## config.mk

```make
export PLATFORM = sky130hd
export DESIGN_NAME = pwm_pair
export DESIGN_NICKNAME = d
export VERILOG_FILES = /design/src/rtl/pwm_pkg.sv /design/src/rtl/pwm_tick_sel.sv /design/src/rtl/pwm_core.sv /design/src/rtl/pwm_pair.sv
export SDC_FILE = /design/constraint.sdc
export NUM_CORES = 1
export LEC_CHECK = 0
export BUFFER_PORTS_ARGS = -buffer_cell sky130_fd_sc_hd__buf_4
export CAP_MARGIN = 20
export CORE_MARGIN = 1.5
export CORE_UTILIZATION = 40
export DETAILED_ROUTE_END_ITERATION = 8
export PLACE_DENSITY = 0.63
export RECOVER_POWER = 50
export SLEW_MARGIN = 10
export SYNTH_ARGS = -nofsm -noshare
export SYNTH_HDL_FRONTEND = slang
export SYNTH_SLANG_ARGS = --single-unit
```

## constraint.sdc

```tcl
create_clock -name clk -period 11.1 [get_ports clk]
set_input_delay 1.11 -clock clk [delete_from_list [all_inputs] [get_ports clk]]
set_output_delay 1.11 -clock clk [all_outputs]
set_load 0.02 [all_outputs]
```

## src/rtl/pwm_pkg.sv

```systemverilog
package pwm_pkg;

  typedef enum logic [1:0] {
    TICK_P0 = 2'd0,
    TICK_P1 = 2'd1,
    TICK_P2 = 2'd2,
    TICK_P3 = 2'd3
  } tick_src_e;

  typedef struct packed {
    logic en;   // channel running
    logic ctr;  // center-aligned counting
    logic pol;  // active level
    logic clr;  // clear count and load shadows
  } chan_ctl_t;

endpackage

```

## src/rtl/pwm_tick_sel.sv

```systemverilog
module pwm_tick_sel
  import pwm_pkg::*;
(
  input  logic [3:0] src_i,
  input  tick_src_e  sel_i,
  output logic       tick_o
);

  always_comb begin
    unique case (sel_i)
      TICK_P0: tick_o = src_i[0];
      TICK_P1: tick_o = src_i[1];
      TICK_P2: tick_o = src_i[2];
      TICK_P3: tick_o = src_i[3];
      default: tick_o = 1'b0;
    endcase
  end

endmodule

```

## src/rtl/pwm_core.sv

```systemverilog
module pwm_core
  import pwm_pkg::*;
#(
  parameter int CW = 8
) (
  input  logic          clk,
  input  logic          rst_n,
  input  logic          tick_i,
  input  chan_ctl_t     ctl_i,
  input  logic [CW-1:0] per_sh_i,
  input  logic [CW-1:0] duty_sh_i,
  output logic [CW-1:0] cnt_o,
  output logic          load_o,
  output logic          out_o
);

  localparam logic [CW-1:0] ONE = CW'(1);

  logic [CW-1:0] cnt_q, cnt_d;
  logic [CW-1:0] per_q, per_d;
  logic [CW-1:0] duty_q, duty_d;
  logic          down_q, down_d;
  logic          out_q, out_d;
  logic          load;
  logic          active;

  // next-state
  always_comb begin
    cnt_d  = cnt_q;
    down_d = down_q;
    per_d  = per_q;
    duty_d = duty_q;
    load   = 1'b0;
    if (!ctl_i.en) begin
      cnt_d  = '0;
      down_d = 1'b0;
      per_d  = per_sh_i;
      duty_d = duty_sh_i;
    end else if (ctl_i.clr) begin
      cnt_d  = '0;
      down_d = 1'b0;
      load   = 1'b1;
    end else if (tick_i) begin
      if (!ctl_i.ctr) begin
        if ((per_q == '0) || (cnt_q >= per_q - ONE)) begin
          cnt_d = '0;
          load  = 1'b1;
        end else begin
          cnt_d = cnt_q + ONE;
        end
      end else if (!down_q) begin
        if (per_q == '0) begin
          cnt_d = '0;
          load  = 1'b1;
        end else if (cnt_q >= per_q - ONE) begin
          cnt_d  = per_q;
          down_d = 1'b1;
        end else begin
          cnt_d = cnt_q + ONE;
        end
      end else begin
        if (cnt_q <= ONE) begin
          cnt_d  = '0;
          down_d = 1'b0;
          load   = 1'b1;
        end else begin
          cnt_d = cnt_q - ONE;
        end
      end
    end
    if (load) begin
      per_d  = per_sh_i;
      duty_d = duty_sh_i;
    end
    active = (duty_d != '0) &&
             ((duty_d >= per_d) || (down_d ? (cnt_d <= duty_d) : (cnt_d < duty_d)));
    out_d  = ctl_i.en ? (active ? ctl_i.pol : ~ctl_i.pol) : ~ctl_i.pol;
  end

  // registers
  always_ff @(posedge clk or negedge rst_n) begin
    if (!rst_n) begin
      cnt_q  <= '0;
      down_q <= 1'b0;
      per_q  <= '0;
      duty_q <= '0;
      out_q  <= 1'b0;
    end else begin
      cnt_q  <= cnt_d;
      down_q <= down_d;
      per_q  <= per_d;
      duty_q <= duty_d;
      out_q  <= out_d;
    end
  end

  assign cnt_o  = cnt_q;
  assign load_o = load;
  assign out_o  = out_q;

endmodule

```

## src/rtl/pwm_pair.sv

```systemverilog
module pwm_pair
  import pwm_pkg::*;
#(
  parameter int W = 8
) (
  input  logic         clk,
  input  logic         rst_n,
  input  logic [3:0]   src_tick_i,
  input  logic [1:0]   ch_en_i,
  input  logic         concat_i,
  input  logic [1:0]   align_ctr_i,
  input  logic [1:0]   pol_i,
  input  logic [3:0]   src_sel_i,
  input  logic [1:0]   per_we_i,
  input  logic [1:0]   duty_we_i,
  input  logic [1:0]   cnt_clr_i,
  input  logic [W-1:0] wdata_i,
  input  logic         shdn_i,
  input  logic         safe_lvl_i,
  output logic [1:0]   pwm_o
);

  localparam int NCH = 2;
  localparam int WW  = NCH * W;

  // reset: asynchronous assert, synchronous release
  logic [1:0] rst_pipe_q;
  logic       rst_core_n;

  always_ff @(posedge clk or negedge rst_n) begin
    if (!rst_n) rst_pipe_q <= '0;
    else        rst_pipe_q <= {rst_pipe_q[0], 1'b1};
  end
  assign rst_core_n = rst_pipe_q[1];

  // shadow registers
  logic [NCH-1:0][W-1:0] per_sh_q, per_sh_d;
  logic [NCH-1:0][W-1:0] duty_sh_q, duty_sh_d;

  always_comb begin
    per_sh_d  = per_sh_q;
    duty_sh_d = duty_sh_q;
    for (int i = 0; i < NCH; i++) begin
      if (per_we_i[i])  per_sh_d[i]  = wdata_i;
      if (duty_we_i[i]) duty_sh_d[i] = wdata_i;
    end
  end

  always_ff @(posedge clk or negedge rst_core_n) begin
    if (!rst_core_n) begin
      per_sh_q  <= '0;
      duty_sh_q <= '0;
    end else begin
      per_sh_q  <= per_sh_d;
      duty_sh_q <= duty_sh_d;
    end
  end

  // narrow channels
  logic [NCH-1:0]        nar_en;
  logic [NCH-1:0]        nar_tick;
  logic [NCH-1:0]        nar_wrap;
  logic [NCH-1:0]        nar_out;
  logic [NCH-1:0][W-1:0] nar_cnt;
  chan_ctl_t [NCH-1:0]   nar_ctl;

  assign nar_en = ch_en_i & ~{NCH{concat_i}};

  always_comb begin
    for (int i = 0; i < NCH; i++) begin
      nar_ctl[i].en  = nar_en[i];
      nar_ctl[i].ctr = align_ctr_i[i];
      nar_ctl[i].pol = pol_i[i];
      nar_ctl[i].clr = cnt_clr_i[i];
    end
  end

  for (genvar g = 0; g < NCH; g++) begin : g_nar
    pwm_tick_sel u_sel (
      .src_i  (src_tick_i),
      .sel_i  (tick_src_e'(src_sel_i[2*g +: 2])),
      .tick_o (nar_tick[g])
    );

    pwm_core #(.CW(W)) u_core (
      .clk       (clk),
      .rst_n     (rst_core_n),
      .tick_i    (nar_tick[g]),
      .ctl_i     (nar_ctl[g]),
      .per_sh_i  (per_sh_q[g]),
      .duty_sh_i (duty_sh_q[g]),
      .cnt_o     (nar_cnt[g]),
      .load_o    (nar_wrap[g]),
      .out_o     (nar_out[g])
    );
  end

  // joined double-width channel, controlled by channel 1
  logic          wd_en;
  logic          wd_wrap;
  logic          wd_out;
  logic [WW-1:0] wd_cnt;
  chan_ctl_t     wd_ctl;

  assign wd_en      = concat_i & ch_en_i[1];
  assign wd_ctl.en  = wd_en;
  assign wd_ctl.ctr = align_ctr_i[1];
  assign wd_ctl.pol = pol_i[1];
  assign wd_ctl.clr = |cnt_clr_i;

  pwm_core #(.CW(WW)) u_wide (
    .clk       (clk),
    .rst_n     (rst_core_n),
    .tick_i    (nar_tick[1]),
    .ctl_i     (wd_ctl),
    .per_sh_i  ({per_sh_q[1], per_sh_q[0]}),
    .duty_sh_i ({duty_sh_q[1], duty_sh_q[0]}),
    .cnt_o     (wd_cnt),
    .load_o    (wd_wrap),
    .out_o     (wd_out)
  );

  // output select and shutdown override
  logic [NCH-1:0] pwm_raw;

  assign pwm_raw[0] = nar_out[0];
  assign pwm_raw[1] = concat_i ? wd_out : nar_out[1];
  assign pwm_o      = shdn_i ? {NCH{safe_lvl_i}} : pwm_raw;

endmodule

```

==> results of run 1 <==
[critical path, cell delays in order, from the launching register on]
cell	delay, ns
dfrtp_1	0.45
or4_4	0.60
or3_4	0.41
nor4_1	0.31
xnor2_1	0.18
ha_1	0.26
nand4_1	0.14
nor3_1	0.08
nor4_1	0.39
o211ai_2	0.19
nor2_1	0.59
a32oi_1	0.10
o21a_1	0.20
o21ai_0	0.27
ha_1	0.31
nand3_1	0.10
o21bai_1	0.11
a31oi_1	0.09
a211o_1	0.26
a2111oi_0	0.45
o31a_1	0.22
xnor2_1	0.11
[power by group through the flow]
stage / combinational, uW / clock (uW) / sequential (uW)
floorplan: 199 / 0 / 582
global placement: 263 / 0 / 606
detailed placement: 268 / 0 / 607
CTS: 271 / 570 / 598
global route: 311 / 592 / 601
finish: 274 / 562 / 595
[worst min path at each step]
stage | start | to | slack (ns) | depth (start not counted)
6_report | rst_pipe_q[0]$_DFF_PN0_ | rst_pipe_q[1]$_DFF_PN0_ | 0.35 | 0
3_3_place_gp | rst_pipe_q[0]$_DFF_PN0_ | rst_pipe_q[1]$_DFF_PN0_ | 0.34 | 0
5_1_grt | rst_pipe_q[0]$_DFF_PN0_ | rst_pipe_q[1]$_DFF_PN0_ | 0.37 | 0
3_5_place_dp | rst_pipe_q[0]$_DFF_PN0_ | rst_pipe_q[1]$_DFF_PN0_ | 0.34 | 0
2_1_floorplan | rst_pipe_q[0]$_DFF_PN0_ | rst_pipe_q[1]$_DFF_PN0_ | 0.33 | 0
4_1_cts | rst_pipe_q[0]$_DFF_PN0_ | rst_pipe_q[1]$_DFF_PN0_ | 0.36 | 0
[registers in the layout, summed over array words and instances, names as in the netlist]
| name | count |
|---|---|
| g_nar.u_core.per_q | 16 |
| g_nar.u_core.cnt_o | 16 |
| rst_pipe_q | 2 |
| duty_sh_q | 16 |
| u_wide.out_o | 1 |
| g_nar.u_core.down_q | 2 |
| u_wide.cnt_o | 16 |
| g_nar.u_core.out_o | 2 |
| u_wide.down_q | 1 |
| u_wide.per_q | 16 |
| per_sh_q | 16 |
| u_wide.duty_q | 16 |
| g_nar.u_core.duty_q | 16 |
[layout make-up]
class / count / area [um^2]
antenna: 1 / 2.50
clock buffer: 18 / 429
clock inverter: 13 / 149
fill: 2361 / 13300
inverter: 86 / 323
multi-input combinational: 808 / 6060
sequential: 136 / 3400
tap: 324 / 405
timing repair buffer: 45 / 312
[metrics by stage]
stage	worst slack, ns	instance area, um^2	util (%)
floorplan	5.87	9980	-
global placement	5.39	10500	43.2
detailed placement	5.25	10500	43.2
CTS	5.23	11100	45.5
global route	4.71	11100	45.4
finish	5.19	11100	45.5
[kinds of logic (layout without fill, tap and decap cells)]
group / count (synthesis) / after routing / synth area share (%)
simple gates: 301 / 301 / 15.2
compound gates: 235 / 235 / 15.5
flops: 136 / 136 / 34.1
buf+inv: 132 / 162 / 5.19
fa+ha+maj: 109 / 109 / 13.7
mux: 103 / 103 / 11.1
xor+xnor: 59 / 59 / 5.18
other cells: 1 / 2 / 0.0376
[synthesized netlist by cell type (3+ instances only)]
master,count
dfrtp_1,136
inv_1,86
or4_1,3
a21o_1,11
nor4_1,24
nor2_1,66
and3_1,8
o221a_2,3
xor2_1,16
nand3_1,33
nor3b_1,4
o21a_1,6
nand4_1,11
or3_1,5
xnor2_1,43
a32oi_1,3
and2_1,6
buf_4,3
buf_1,3
o2bb2ai_1,6
o22ai_1,7
mux2i_1,47
nand2b_1,14
a2111oi_0,3
a211oi_1,10
and4_1,4
a221oi_1,9
nor3_1,32
nand2_1,70
o31ai_1,6
o221ai_1,5
a22o_1,5
a31oi_1,4
mux2_2,54
a21oi_1,58
o21ai_0,67
buf_2,3
nand3b_1,3
a211o_1,5
clkbuf_1,36
ha_1,109
nor2b_1,8
o211ai_1,5
[layer usage]
layer  part of all wire, %  vias to the layer above
met4                   2.6                        0
li1                      -                     3953
met1                    46                     3965
met2                    46                      258
met5                     0                        -
met3                   5.5                       54
==> flow_summary.json, run 1 <==
{
  "status": "finished, violations left",
  "finalNonFillerCells": 1431,
  "fin_nets": 1236,
  "synth_cells": 1076,
  "power.leakage_uw": 0.00518,
  "synth.avg_cell_area_um2": 9.28,
  "path_max_fanout": 10,
  "hold_buffers": 0,
  "finalClockSkew_ns": 0.0110,
  "power.total_uw": 1430,
  "worst_pin_slew_ns": 3.24,
  "reg2reg_depth": 21,
  "maxCapViolations": 2,
  "rsz0062_at_grt": "false",
  "path_clk_slew_ns": 0.07,
  "yosys.area.top_type": "dfrtp_1",
  "antenna_found_initial": 1,
  "slew_headroom_pct": -116,
  "yosysUniqueCellTypes": 70,
  "first_global_vias": 7973,
  "hold_viol_final": 0,
  "worstHoldPathType": "reg2reg",
  "routed_wl_mm": 27.9,
  "ant_nets": 0,
  "cts_buffer_depth": 2,
  "h-tree-depth": 4,
  "yosysWarnings": 0,
  "grt_max_degree": 77,
  "met2_usage_pct": 34.5,
  "final.period_utilization_pct": 53.2,
  "cp.required_ns": 11.45,
  "dp_cells": 1398,
  "core-area_um2": 24400,
  "ff2ff_setup_slack_ns": 5.19,
  "yosysSeqAreaShare_pct": 34.1,
  "area_growth_pct": 11.1,
  "grt_usage_pct": 22.0,
  "synthesis.nets": 1218,
  "synthArstFlopShare_pct": 100,
  "grt_busiest_layer": "met2",
  "power_frac_clock_pct": 39.3,
  "violations": "capacitance limit, slew limit",
  "firstDrtPassIters": 5,
  "fin_tns_setup_ns": 0,
  "drv_slew": 105,
  "irDropWorstVdd_mv": 0.0998,
  "syn_area_um2": 9980,
  "pwr_density_cell_nw_per_um2": 129,
  "critPathLaunchType": "register",
  "holdWs_ns": 0.354,
  "p_switching_uw": 442,
  "crit_path_end_kind": "register",
  "worstSetupPathType": "reg2reg",
  "clk_latency_ns": 0.43,
  "max_freq_mhz": 169,
  "cts_resized": 0,
  "synth_area_leaders": "dfrtp_1 34%, ha_1 14%, mux2_2 6.1%",
  "vias": 8230,
  "clock-sinks": 136,
  "p_int_uw": 990,
  "rr_startpoint": "u_wide.per_q[5]$_DFF_PN0_",
  "ios": 35,
  "die-width_um": 161,
  "overflow": 0,
  "place.gp.congestion": 0.961,
  "finalSetupViolCount": 0,
  "layout_commonest_cell": "dfrtp_1",
  "use_met1_pct": 30.5,
  "synth_top_cell_area_share_pct": 34.1,
  "critPathArrivalTime_ns": 6.26,
  "start_util_pct": 40.9,
  "drc": 0,
  "use_met3_pct": 3.88,
  "cts_tree": "yes",
  "ys_ff_latch": 136,
  "grt_pass1_wl_mm": 44.7,
  "startpoint": "u_wide.per_q[5]$_DFF_PN0_",
  "first_iter_violations": 737,
  "crit_end": "u_wide.out_o$_DFF_PN0_",
  "port_buffers": 34,
  "wire_per_inst_um": 19.5,
  "dieArea_um2": 25900,
  "ys.flop_type": "dfrtp_1",
  "period_needed_ns": 5.91,
  "final_cell_mix": "136 x dfrtp_1, 109 x ha_1, 86 x inv_1",
  "dp_hpwl_mm": 21.3,
  "synth_edf_count": 0,
  "cts-root-buf": "clkbuf_16",
  "swShare_pct": 30.8,
  "worstReg2RegEnd": "u_wide.out_o$_DFF_PN0_",
  "cts_setup_buffers": 0,
  "cts_made_buffers": 17,
  "vias_per_cell": 5.75,
  "power_frac_comb_pct": 19.2,
  "die_h_um": 161,
  "rows": 57,
  "seq_power_share_pct": 41.6,
  "drive_gt1_share_pct": 12.3
}
No activity file was read; power rests on OpenSTA's default activity.
==> inputs of run 2 (changes only) <==
Settings changed: PLACE_DENSITY 0.63 to 0.65.
Clock period 11.1 ns to 4.8 ns, I/O delays scaled along.
==> run 2 against run 1 <==
The flow finishes with violations (capacitance limit, slew limit, setup timing). Global-route usage up 1.2 points. Sequential power up 130%. Die area unchanged. First-iteration DRC count down 2.6%. Total power up 150%. Final cell count up 7.5%.
==> flow_summary.json, run 2 (same netlist as run 1, synthesis figures left out) <==
{
  "core-area_um2": 24400,
  "rows": 57,
  "final.period_utilization_pct": 110,
  "worstHoldPathType": "in2reg",
  "setup_ws_ns": -0.481,
  "final_area_um2": 12200,
  "hold_viol_final": 0,
  "drive_gt1_share_pct": 23.4,
  "placedInstanceArea_um2": 11400,
  "max_stage_delay_ns": 0.58,
  "num-fill-cells": 2237,
  "clock-sinks": 136,
  "vias_per_cell": 5.61,
  "worstReg2RegEnd": "u_wide.out_o$_DFF_PN0_",
  "place_ws_ns": -0.395,
  "cpMaxStageDelayCell": "or4_4",
  "violations": "capacitance limit, slew limit, setup timing",
  "layout_commonest_cell": "buf_4",
  "ant_nets": 0,
  "crit_chain": "or4_4, or3_4, nor2_2, xnor2_1, ha_1, a211oi_2, nor2_1, nor4_4, buf_4, o211ai_2, a211o_4, buf_12, mux2_2, inv_1, ha_1, nor2b_1, o21bai_1, a31oi_1, a211o_1, a2111oi_2, o31a_1, xnor2_1",
  "cts-root-buf": "clkbuf_16",
  "diodes": 0,
  "max_freq_mhz": 189,
  "reg2reg_depth": 22,
  "grt_usage_pct": 23.2,
  "ios": 35,
  "finalSetupViolCount": 1,
  "holdWs_ns": 0.224,
  "fin_nets": 1343,
  "firstDrtPassIters": 7,
  "worstSetupPathType": "reg2reg",
  "pwr_density_cell_nw_per_um2": 291,
  "area_growth_pct": 22.4,
  "grt_pass1_wl_mm": 46.7,
  "die_h_um": 161,
  "drc": 0,
  "final_cell_mix": "143 x buf_4, 136 x dfrtp_1, 108 x ha_1",
  "place.gp.congestion": 0.917,
  "dieArea_um2": 25900,
  "path_clk_slew_ns": 0.07,
  "first_global_vias": 8437,
  "slew_headroom_pct": -72.7,
  "rsz0062_at_grt": "true",
  "wire_per_inst_um": 19.1,
  "cts_made_buffers": 17,
  "port_buffers": 34,
  "power.leakage_uw": 0.00580,
  "first_iter_violations": 718,
  "grt_max_degree": 65,
  "cp.required_ns": 5.17,
  "die-width_um": 161,
  "period_needed_ns": 5.28,
  "crit_path_end_kind": "register",
  "drv_slew": 65,
  "cts_tree": "yes",
  "crit_end": "u_wide.out_o$_DFF_PN0_",
  "vias": 8626,
  "path_max_fanout": 16,
  "irDropWorstVdd_mv": 0.240,
  "maxCapViolations": 1,
  "dp_hpwl_mm": 22.6,
  "routed_wl_mm": 29.4,
  "antenna_found_initial": 0,
  "startpoint": "u_wide.per_q[4]$_DFF_PN0_",
  "status": "finished, violations left",
  "h-tree-depth": 4,
  "clk_latency_ns": 0.44,
  "cts_buffer_depth": 2,
  "critPathArrivalTime_ns": 5.65,
  "finalClockSkew_ns": 0.0226,
  "start_util_pct": 40.9,
  "overflow": 0,
  "ff2ff_setup_slack_ns": -0.48,
  "worst_pin_slew_ns": 2.59,
  "rr_startpoint": "u_wide.per_q[4]$_DFF_PN0_",
  "critPathLaunchType": "register"
}
-- run 2: where the power goes --
group / total, uW / internal [uW] / switching, uW
registers: 1360 / 1240 / 118
clock network: 1410 / 840 / 574
logic: 781 / 369 / 412
-- run 2: worst min path at each step --
stage / start / endpoint / slack, ns / depth (start not counted)
finish: pol_i[0] / g_nar[0].u_core.out_o$_DFF_PN0_ / 0.22 / 2
floorplan: rst_n / rst_pipe_q[0]$_DFF_PN0_ / 0.18 / 0
global route: pol_i[0] / g_nar[0].u_core.out_o$_DFF_PN0_ / 0.22 / 2
CTS: pol_i[0] / g_nar[0].u_core.out_o$_DFF_PN0_ / 0.22 / 2
global placement: rst_n / rst_pipe_q[0]$_DFF_PN0_ / 0.26 / 1
detailed placement: rst_n / rst_pipe_q[0]$_DFF_PN0_ / 0.27 / 1
-- run 2: critical path, delay by kind of cell (launching register included) --
kind                     cells  cell delay [ns]
AND/OR/NAND/NOR              6             1.70
AO/OA/AOI/OAI                8             1.70
XOR/XNOR                     2             0.23
multiplexers                 1             0.30
buffers and inverters        3             0.40
adder cells (fa/ha/maj)      2             0.50
flip-flops                   1             0.38
-- run 2: timing repair --
action / CTS / global route
pin swaps: 4 / 13
hold buffers: 1 / 0
setup endpoints to repair: 1 / 3
hold endpoints to repair: 2 / 0
gates resized for setup: 8 / 31
setup buffers: 1 / 3
cloned: 1 / 0
-- run 2: per-stage QoR --
| step | power (uW) | setup TNS [ns] | std cells | util (%) |
|---|---|---|---|---|
| floorplan | 1810 | -0.000303 | 1076 | - |
| global placement | 2110 | -0.246 | 1500 | 46.6 |
| detailed placement | 2130 | -0.395 | 1500 | 46.6 |
| CTS | 3560 | -0.332 | 1535 | 49.6 |
| global route | 3730 | -0.776 | 1538 | 50.1 |
| finish | 3560 | -0.481 | 1538 | 50.1 |
-- run 2: area by class of cell --
type                       count  area (um^2)  area share [%]
sequential                   136         3400            27.9
multi-input combinational    808         6270            51.3
tap                          324          405            3.32
timing repair buffer         152         1190            9.73
clock inverter                15          201            1.65
inverter                      86          323            2.64
clock buffer                  17          425            3.48
-- run 2: per-layer routing --
metal  part of all wire [%]  GRT usage, %  vias up
met5                      0             0        -
met4                    2.1          7.37        0
met3                    4.4          3.36       34
met2                     47          37.3      229
met1                     47          32.2     4198
li1                       -             -     4165
